--- src/rtl/vip_pkg.sv ---
package vip_pkg;

    // Control lines of one radix-4 Booth digit
    typedef struct packed {
        logic neg;   // digit is negative
        logic two;   // magnitude two
        logic one;   // magnitude one
    } bsel_t;

    // Modified Booth recoding of the overlapping triple {b[2j+1], b[2j], b[2j-1]}
    function automatic bsel_t booth_sel(input logic [2:0] t);
        bsel_t s;
        s.neg = t[2] & ~(t[1] & t[0]);
        s.one = t[1] ^ t[0];
        s.two = (t == 3'b011) || (t == 3'b100);
        return s;
    endfunction

    // Rows left after one layer of 4:2 compressors; a group of three is
    // padded with a zero row so that it still shrinks
    function automatic int rows_next(input int r);
        int rem;
        rem = r % 4;
        return (r / 4) * 2 + ((rem == 3) ? 2 : rem);
    endfunction

    // Number of compressor layers needed to reach two rows
    function automatic int tree_levels(input int r0);
        int r;
        int l;
        r = r0;
        l = 0;
        while (r > 2) begin
            r = rows_next(r);
            l = l + 1;
        end
        return l;
    endfunction

    // Row count entering a given layer
    function automatic int rows_at(input int r0, input int lvl);
        int r;
        r = r0;
        for (int k = 0; k < lvl; k++) begin
            r = rows_next(r);
        end
        return r;
    endfunction

    // Sum of the biases removed from every partial-product row: each row
    // stores its value plus 2^(pw-1), shifted by two bits per digit
    function automatic logic [63:0] corr_const(input int n, input int d, input int pw);
        longint acc;
        acc = 0;
        for (int j = 0; j < d; j++) begin
            acc = acc - longint'(n) * (longint'(1) <<< (pw - 1 + 2 * j));
        end
        return acc;
    endfunction

endpackage

--- src/rtl/vip_booth_rows.sv ---
module vip_booth_rows
    import vip_pkg::*;
#(
    parameter int XW = 8,
    parameter int CW = 8,
    parameter int RW = 19,
    parameter logic [CW-1:0] COEF = '0,
    localparam int D  = (XW + 1) / 2,
    localparam int PW = CW + 2
) (
    input  logic [XW-1:0] x,
    output logic [RW-1:0] pp [D],
    output logic [RW-1:0] neg_row
);

    // Coefficient multiples at partial-product width
    localparam logic [PW-1:0] M1 = PW'($signed(COEF));
    localparam logic [PW-1:0] M2 = M1 << 1;

    logic signed [2*D-1:0] xs;
    logic [2*D:0]          xe;
    logic [D-1:0]          negv;

    assign xs = (2*D)'($signed(x));
    assign xe = {xs, 1'b0};

    for (genvar j = 0; j < D; j++) begin : g_digit
        bsel_t         s;
        logic [PW-1:0] mag;
        logic [PW-1:0] inv;
        logic [PW-1:0] u;

        assign s    = booth_sel(xe[2*j+2 : 2*j]);
        assign mag  = s.two ? M2 : (s.one ? M1 : '0);
        assign inv  = mag ^ {PW{s.neg}};
        // flip the sign bit: the row becomes unsigned, bias removed by the constant row
        assign u    = {~inv[PW-1], inv[PW-2:0]};
        assign pp[j]   = RW'(u) << (2 * j);
        assign negv[j] = s.neg;
    end

    // the +1 of each two's complement negation lands at the digit weight
    always_comb begin
        neg_row = '0;
        for (int j = 0; j < D; j++) begin
            neg_row[2*j] = negv[j];
        end
    end

endmodule

--- src/rtl/vip_cmp42.sv ---
module vip_cmp42 #(
    parameter int W = 19
) (
    input  logic [W-1:0] a,
    input  logic [W-1:0] b,
    input  logic [W-1:0] c,
    input  logic [W-1:0] d,
    output logic [W-1:0] s,
    output logic [W-1:0] cy
);

    // Two chained full adders per bit; the first adder's carry feeds the
    // second adder of the next bit. Top carries fall outside the word.
    logic [W-1:0] s1;
    logic [W-2:0] co;
    logic [W-2:0] c2;

    always_comb begin
        for (int i = 0; i < W; i++) begin
            s1[i] = a[i] ^ b[i] ^ c[i];
        end
        for (int i = 0; i < W - 1; i++) begin
            co[i] = (a[i] & b[i]) | (a[i] & c[i]) | (b[i] & c[i]);
        end
        s[0] = s1[0] ^ d[0];
        for (int i = 1; i < W; i++) begin
            s[i] = s1[i] ^ d[i] ^ co[i-1];
        end
        c2[0] = s1[0] & d[0];
        for (int i = 1; i < W - 1; i++) begin
            c2[i] = (s1[i] & d[i]) | (s1[i] & co[i-1]) | (d[i] & co[i-1]);
        end
        cy = {c2, 1'b0};
    end

endmodule

--- src/rtl/vip_cmp_tree.sv ---
module vip_cmp_tree
    import vip_pkg::*;
#(
    parameter int RW = 19,
    parameter int R0 = 41,
    localparam int LV = tree_levels(R0)
) (
    input  logic [RW-1:0] rows_in [R0],
    output logic [RW-1:0] sum_o,
    output logic [RW-1:0] carry_o
);

    for (genvar l = 0; l < LV; l++) begin : lv
        localparam int RI  = rows_at(R0, l);
        localparam int G   = RI / 4;
        localparam int REM = RI % 4;
        localparam int RO  = rows_next(RI);

        logic [RW-1:0] src [RI];
        logic [RW-1:0] nxt [RO];

        if (l == 0) begin : g_first
            assign src = rows_in;
        end else begin : g_more
            assign src = lv[l-1].nxt;
        end

        for (genvar g = 0; g < G; g++) begin : g_cmp
            vip_cmp42 #(.W(RW)) u_cmp (
                .a (src[4*g]),
                .b (src[4*g+1]),
                .c (src[4*g+2]),
                .d (src[4*g+3]),
                .s (nxt[2*g]),
                .cy(nxt[2*g+1])
            );
        end

        if (REM == 3) begin : g_pad
            vip_cmp42 #(.W(RW)) u_cmp (
                .a (src[4*G]),
                .b (src[4*G+1]),
                .c (src[4*G+2]),
                .d ('0),
                .s (nxt[2*G]),
                .cy(nxt[2*G+1])
            );
        end else begin : g_pass
            for (genvar k = 0; k < REM; k++) begin : g_row
                assign nxt[2*G+k] = src[4*G+k];
            end
        end
    end

    assign sum_o   = lv[LV-1].nxt[0];
    assign carry_o = lv[LV-1].nxt[1];

endmodule

--- src/rtl/vip_dot_top.sv ---
module vip_dot_top
    import vip_pkg::*;
#(
    parameter int N  = 8,
    parameter int XW = 8,
    parameter int CW = 8,
    parameter logic [N*CW-1:0] COEF = 64'h1224_3240_4B53_5940,
    localparam int RW = XW + CW + $clog2(N)
) (
    input  logic            clk,
    input  logic            rst,
    input  logic            in_valid,
    input  logic [N*XW-1:0] in_vec,
    output logic            out_valid,
    output logic [RW-1:0]   result
);

    localparam int D  = (XW + 1) / 2;
    localparam int PW = CW + 2;
    localparam int RE = D + 1;          // rows per element: digits plus negation row
    localparam int R0 = N * RE + 1;     // plus the shared constant row
    localparam logic [63:0] CORR = corr_const(N, D, PW);

    typedef struct packed {
        logic            vld;
        logic [N*XW-1:0] vec;
    } in_stage_t;

    typedef struct packed {
        logic          vld;
        logic [RW-1:0] s;
        logic [RW-1:0] c;
    } red_stage_t;

    in_stage_t  st1;
    red_stage_t st2;

    logic [RW-1:0] rows [R0];
    logic [RW-1:0] tsum;
    logic [RW-1:0] tcar;

    // Partial-product rows of every element go into one pool
    for (genvar i = 0; i < N; i++) begin : g_elem
        logic [RW-1:0] pp [D];
        logic [RW-1:0] nrow;

        vip_booth_rows #(
            .XW  (XW),
            .CW  (CW),
            .RW  (RW),
            .COEF(COEF[i*CW +: CW])
        ) u_rows (
            .x      (st1.vec[i*XW +: XW]),
            .pp     (pp),
            .neg_row(nrow)
        );

        for (genvar j = 0; j < D; j++) begin : g_map
            assign rows[i*RE + j] = pp[j];
        end
        assign rows[i*RE + D] = nrow;
    end

    assign rows[R0-1] = CORR[RW-1:0];

    vip_cmp_tree #(
        .RW(RW),
        .R0(R0)
    ) u_tree (
        .rows_in(rows),
        .sum_o  (tsum),
        .carry_o(tcar)
    );

    always_ff @(posedge clk) begin
        if (rst) begin
            st1 <= '0;
            st2 <= '0;
        end else begin
            st1.vld <= in_valid;
            if (in_valid) begin
                st1.vec <= in_vec;
            end
            st2.vld <= st1.vld;
            if (st1.vld) begin
                st2.s <= tsum;
                st2.c <= tcar;
            end
        end
    end

    // the single carry-propagate adder of the inner product
    assign result    = st2.s + st2.c;
    assign out_valid = st2.vld;

endmodule

--- config.mk ---
export PLATFORM = sky130hd
export DESIGN_NAME = vip_dot_top
export DESIGN_NICKNAME = d
export VERILOG_FILES = /design/src/rtl/vip_pkg.sv /design/src/rtl/vip_booth_rows.sv /design/src/rtl/vip_cmp42.sv /design/src/rtl/vip_cmp_tree.sv /design/src/rtl/vip_dot_top.sv
export SDC_FILE = /design/constraint.sdc
export NUM_CORES = 1
export LEC_CHECK = 0
export BUFFER_PORTS_ARGS = -buffer_cell sky130_fd_sc_hd__buf_2
export CORE_MARGIN = 1.5
export CORE_UTILIZATION = 40
export CTS_CLUSTER_DIAMETER = 200
export CTS_CLUSTER_SIZE = 40
export DETAILED_ROUTE_END_ITERATION = 7
export GPL_ROUTABILITY_DRIVEN = 0
export SLEW_MARGIN = 20
export SYNTH_ARGS = -nofsm -noshare
export SYNTH_HDL_FRONTEND = slang
export SYNTH_HIERARCHICAL = 1
export SYNTH_SLANG_ARGS = --single-unit
--- constraint.sdc ---
create_clock -name clk -period 18.25 [get_ports clk]
set_input_delay 0.9125 -clock clk [delete_from_list [all_inputs] [get_ports clk]]
set_output_delay 0.9125 -clock clk [all_outputs]
set_load 0.05 [all_outputs]
==> report_table.html <==
<table>
<tr><th>Metric</th><th>Value</th></tr>
<tr><th colspan="2">Timing</th></tr>
<tr><td>Setup-violating endpoint count in the final report</td><td>0</td></tr>
<tr><td>Setup TNS after final layout</td><td>0 ns</td></tr>
<tr><td>Highest clock frequency the design can meet</td><td>about 140 MHz</td></tr>
<tr><td>Final clock period utilization by the worst path</td><td>0.398</td></tr>
<tr><td>Fin. max-slew vios</td><td>0</td></tr>
<tr><td>RSZ-0062 raised after global routing</td><td>false</td></tr>
<tr><td>Final setup skew</td><td>about 0.026 ns</td></tr>
<tr><td>Min cycle time layout</td><td>~7.3 ns</td></tr>
<tr><td>Transition time at the pin with the least slew margin</td><td>1.08 ns</td></tr>
<tr><td>Final hold viol count</td><td>0</td></tr>
<tr><td>Relative slew margins</td><td>0.277</td></tr>
<tr><th colspan="2">Global route</th></tr>
<tr><td>Antenna violations before repair</td><td>5</td></tr>
<tr><td>Overall overflow remaining after global route</td><td>0</td></tr>
<tr><td>Top Usage Layer GRT</td><td>met2</td></tr>
<tr><td>Via count of the first global-routing pass</td><td>approximately 15000</td></tr>
<tr><td>Total global routing track utilization</td><td>0.142</td></tr>
<tr><td>GR Util met3</td><td>0.0191</td></tr>
<tr><td>Largest net degree at the start of global routing</td><td>68</td></tr>
<tr><td>Global-route track usage on met2</td><td>0.268</td></tr>
<tr><td>GR Layer Usage met1</td><td>0.167</td></tr>
<tr><td>First-pass GRT wire length</td><td>about 76000 um</td></tr>
<tr><th colspan="2">Layout</th></tr>
<tr><td>Share of layout cells above drive strength 1</td><td>0.0624</td></tr>
<tr><td>Final layout net count</td><td>roughly 3000</td></tr>
<tr><td>Area overhead of the layout relative to synthesis</td><td>-5.45%</td></tr>
<tr><th colspan="2">Synth</th></tr>
<tr><td>Count of distinct cell types in the synthesized netlist</td><td>46</td></tr>
<tr><td>Adder-cell share of the synthesized area</td><td>0.572</td></tr>
<tr><td>Async S/R FF share, synth</td><td>0</td></tr>
<tr><td>Part of the Yosys area used for sequential elements</td><td>0.0768</td></tr>
<tr><td>Yosys warning total</td><td>6</td></tr>
<tr><td>Number of synthesized flops with an enable pin</td><td>0</td></tr>
<tr><td>Post-synth top cells</td><td>701 x sky130_fd_sc_hd__fa_1, 644 x sky130_fd_sc_hd__buf_4, 118 x sky130_fd_sc_hd__ha_1</td></tr>
<tr><td>Yosys top cell area share</td><td>0.518</td></tr>
<tr><td>Post-synthesis instance area</td><td>27100 um^2</td></tr>
<tr><td>Yosys top cell by area</td><td>sky130_fd_sc_hd__fa_1</td></tr>
<tr><td>Post-synthesis share of cell area spent on and, or, nand and nor gates</td><td>0.0404</td></tr>
<tr><td>Synthesized area per cell</td><td>roughly 12 um^2</td></tr>
<tr><td>Synthesized instance count</td><td>between 2000 and 2500</td></tr>
<tr><td>Primary flip-flop cell chosen by synthesis mapping</td><td>sky130_fd_sc_hd__dfxtp_1</td></tr>
<tr><td>Number of flip-flops and latches in the synthesized netlist</td><td>about 100</td></tr>
<tr><td>Post-synthesis compound-gate area fraction</td><td>0.0189</td></tr>
<tr><td>Largest family of logic cells by synthesized area</td><td>adder cells</td></tr>
<tr><td>Xor/xnor cell area share of the yosys netlist</td><td>0.0473</td></tr>
<tr><td>Post-synthesis mux area share</td><td>0.0460</td></tr>
<tr><td>Leading post-synthesis cells by cell area</td><td>sky130_fd_sc_hd__fa_1 52%, sky130_fd_sc_hd__buf_4 18%, sky130_fd_sc_hd__dfxtp_1 7.7%, sky130_fd_sc_hd__ha_1 5.4%, sky130_fd_sc_hd__mux2i_1 3.8%</td></tr>
<tr><td>Most used standard cell by instance count after synthesis</td><td>sky130_fd_sc_hd__fa_1</td></tr>
<tr><th colspan="2">Critical path</th></tr>
<tr><td>Sequence of cells on the critical path</td><td>inv_1, ha_1, or3b_1, o211ai_1, fa_1, fa_1, fa_1, fa_1, fa_1, fa_1, fa_1, fa_1, fa_1, fa_1, mux2i_1, nor2_1</td></tr>
<tr><td>Critical Path Source</td><td>st1[1]</td></tr>
<tr><td>Startpoint kind of the worst setup timing path</td><td>flop</td></tr>
<tr><td>Data required, critical path</td><td>about 19 ns</td></tr>
<tr><td>R2R Path Start</td><td>st1[1]</td></tr>
<tr><td>Critical-path cell with the highest stage delay</td><td>sky130_fd_sc_hd__dfxtp_1</td></tr>
<tr><td>Type of element capturing the critical path</td><td>flop</td></tr>
<tr><td>Cell family with the largest share of critical-path delay</td><td>adder cells</td></tr>
<tr><td>CP Data Arrival Time</td><td>about 7.6 ns</td></tr>
<tr><td>Critical setup path kind</td><td>reg -&gt; reg</td></tr>
<tr><td>Largest incremental delay on the critical path</td><td>around 0.87 ns</td></tr>
<tr><td>Crit path top cell by count</td><td>sky130_fd_sc_hd__fa_1</td></tr>
<tr><td>CP Buf/Inv Count</td><td>1</td></tr>
<tr><td>Highest fanout seen on the critical path</td><td>13</td></tr>
<tr><th colspan="2">Drt</th></tr>
<tr><td>Total wire length after detailed routing</td><td>44200 um</td></tr>
<tr><td>Number of vias after detailed routing</td><td>approximately 13000</td></tr>
<tr><td>Detailed-route wire length per cell</td><td>between 10 and 15 um</td></tr>
<tr><td>Total DRC errors in the routed layout</td><td>0</td></tr>
<tr><td>TritonRoute pass-1 iters</td><td>5</td></tr>
<tr><td>Starting DRT DRC Count</td><td>~470</td></tr>
<tr><td>DRT antenna net count</td><td>0</td></tr>
<tr><td>Routed vias/inst</td><td>about 4.2</td></tr>
<tr><th colspan="2">Clocking</th></tr>
<tr><td>Clock slew seen by the registers of the worst setup and hold paths</td><td>~0.080 ns</td></tr>
<tr><td>Number of buffers added by the clock tree synthesis step</td><td>9</td></tr>
<tr><td>Skew-Pair Late Insertion Delay</td><td>approximately 0.42 ns</td></tr>
<tr><td>Count of hold buffers inserted by post-cts repair</td><td>0</td></tr>
<tr><td>Total number of clock tree sinks</td><td>104</td></tr>
<tr><td>Number of H-tree levels</td><td>3</td></tr>
<tr><td>Root buffer cell</td><td>sky130_fd_sc_hd__clkbuf_16</td></tr>
<tr><td>TritonCTS clock tree</td><td>built</td></tr>
<tr><td>CTS Buffer Depth</td><td>2</td></tr>
<tr><td>Buffers inserted during post-CTS setup optimization</td><td>0</td></tr>
<tr><td>Post-CTS Resized</td><td>0</td></tr>
<tr><th colspan="2">Placed design</th></tr>
<tr><td>HPWL after DPL</td><td>approximately 40000 um</td></tr>
<tr><td>Number of buffers added on ports</td><td>86</td></tr>
<tr><th colspan="2">Die</th></tr>
<tr><td>DIE WIDTH</td><td>263 um</td></tr>
<tr><td>CORE AREA</td><td>around 67000 um^2</td></tr>
<tr><td>Initial standard-cell utilization of the core</td><td>0.404</td></tr>
<tr><td>Die height</td><td>about 260 um</td></tr>
<tr><td>Number of top-level pins</td><td>slightly below 90</td></tr>
<tr><td>Die footprint</td><td>just under 70000 um^2</td></tr>
<tr><td>Row count</td><td>95</td></tr>
<tr><th colspan="2">Hold path</th></tr>
<tr><td>Worst Min Path Start</td><td>st2[35]</td></tr>
<tr><td>Worst hold path type</td><td>reg -&gt; reg</td></tr>
<tr><th colspan="2">Status</th></tr>
<tr><td>Result of the run</td><td>finished, final reports clean</td></tr>
<tr><th colspan="2">Job</th></tr>
<tr><td>Number of violations of the max-capacitance limit</td><td>0</td></tr>
</table>
worst reg2reg max path, stage by stage, from the launching register on:
cell and delay [ns]:
sky130_fd_sc_hd__dfxtp_1 0.87, sky130_fd_sc_hd__inv_1 0.20, sky130_fd_sc_hd__ha_1 0.36, sky130_fd_sc_hd__or3b_1 0.34, sky130_fd_sc_hd__o211ai_1 0.15, sky130_fd_sc_hd__fa_1 0.49
sky130_fd_sc_hd__fa_1 0.47, sky130_fd_sc_hd__fa_1 0.56, sky130_fd_sc_hd__fa_1 0.44, sky130_fd_sc_hd__fa_1 0.56, sky130_fd_sc_hd__fa_1 0.47, sky130_fd_sc_hd__fa_1 0.60
sky130_fd_sc_hd__fa_1 0.44, sky130_fd_sc_hd__fa_1 0.56, sky130_fd_sc_hd__fa_1 0.41, sky130_fd_sc_hd__mux2i_1 0.17, sky130_fd_sc_hd__nor2_1 0.05
final timing paths:
kind	cells past startpoint	slack (ns)	endpoint
setup / recovery	16	10.99	st2[27]
hold / removal	2	0.51	st2[35]
setup reg to reg	16	10.99	st2[27]
hold reg to reg	2	0.51	st2[35]
flip-flops by register name, indices dropped and copies added (netlist names):
register   cells
st2           38
st1           65
out_valid      1
cell usage in the layout (no fill, tap or decap), drive strengths merged, types with 2 or more instances in the layout:
master	netlist	layout
fa	701	701
or3b	8	8
xor2	27	27
nor2b	12	12
dfxtp	104	104
a21o	3	3
nand4b	8	8
diode	0	2
ha	118	118
a311oi	2	2
o21a	5	5
o21ai	19	19
or3	13	13
o2111ai	2	2
conb	31	466
xnor2	68	68
nand3	4	4
a21oi	15	15
o211ai	11	11
nor2	114	114
mux2i	102	102
nand2	16	16
inv	81	86
nand2b	30	30
xnor3	20	20
clkbuf	13	10
mux2	20	20
nand4	3	3
nor3	14	14
a31oi	12	12
buf	658	89
o311a	2	2
metal layers:
layer | share of wire | vias to the layer above
met3 | 0.027 | 50
met1 | 0.38 | 6774
li1 | - | 5657
met4 | 0.022 | 6
met5 | 0.00095 | -
met2 | 0.57 | 132
cell type report:
type / instances / area (um^2)
fillers: 6473 / 41500
multi-input cells: 1824 / 21400
flip-flops and latches: 104 / 2080
well taps: 873 / 1090
repair buffers: 89 / 458
inverters: 81 / 304
clock buffers: 10 / 229
clock inverters: 6 / 57.6
diodes: 2 / 5.00
kinds of logic after synthesis:
| family | count (synthesis) |
|---|---|
| AOI/OAI and AO/OA | 78 |
| muxes | 122 |
| and+or+nand+nor | 224 |
| adders and majority gates | 819 |
| other | 31 |
| buffers and inverters | 752 |
| DFF | 104 |
| xor gates and xnor gates | 115 |
per-stage QoR:
stage / hold slack [ns] / setup slack, ns / utilization / cell area, um^2 / instances
2_1_floorplan: 0.465 / 11.72 / - / 28700 / 2680
3_3_place_gp: 0.482 / 10.97 / 0.377 / 25300 / 2971
3_5_place_dp: 0.493 / 10.90 / 0.377 / 25300 / 2971
4_1_cts: 0.513 / 10.90 / 0.382 / 25600 / 2987
5_1_grt: 0.525 / 10.60 / 0.382 / 25600 / 2988
6_report: 0.509 / 10.99 / 0.382 / 25600 / 2989
Power is not shown: default switching activity piles up to over one toggle a cycle in this logic, so the estimate is an artifact.
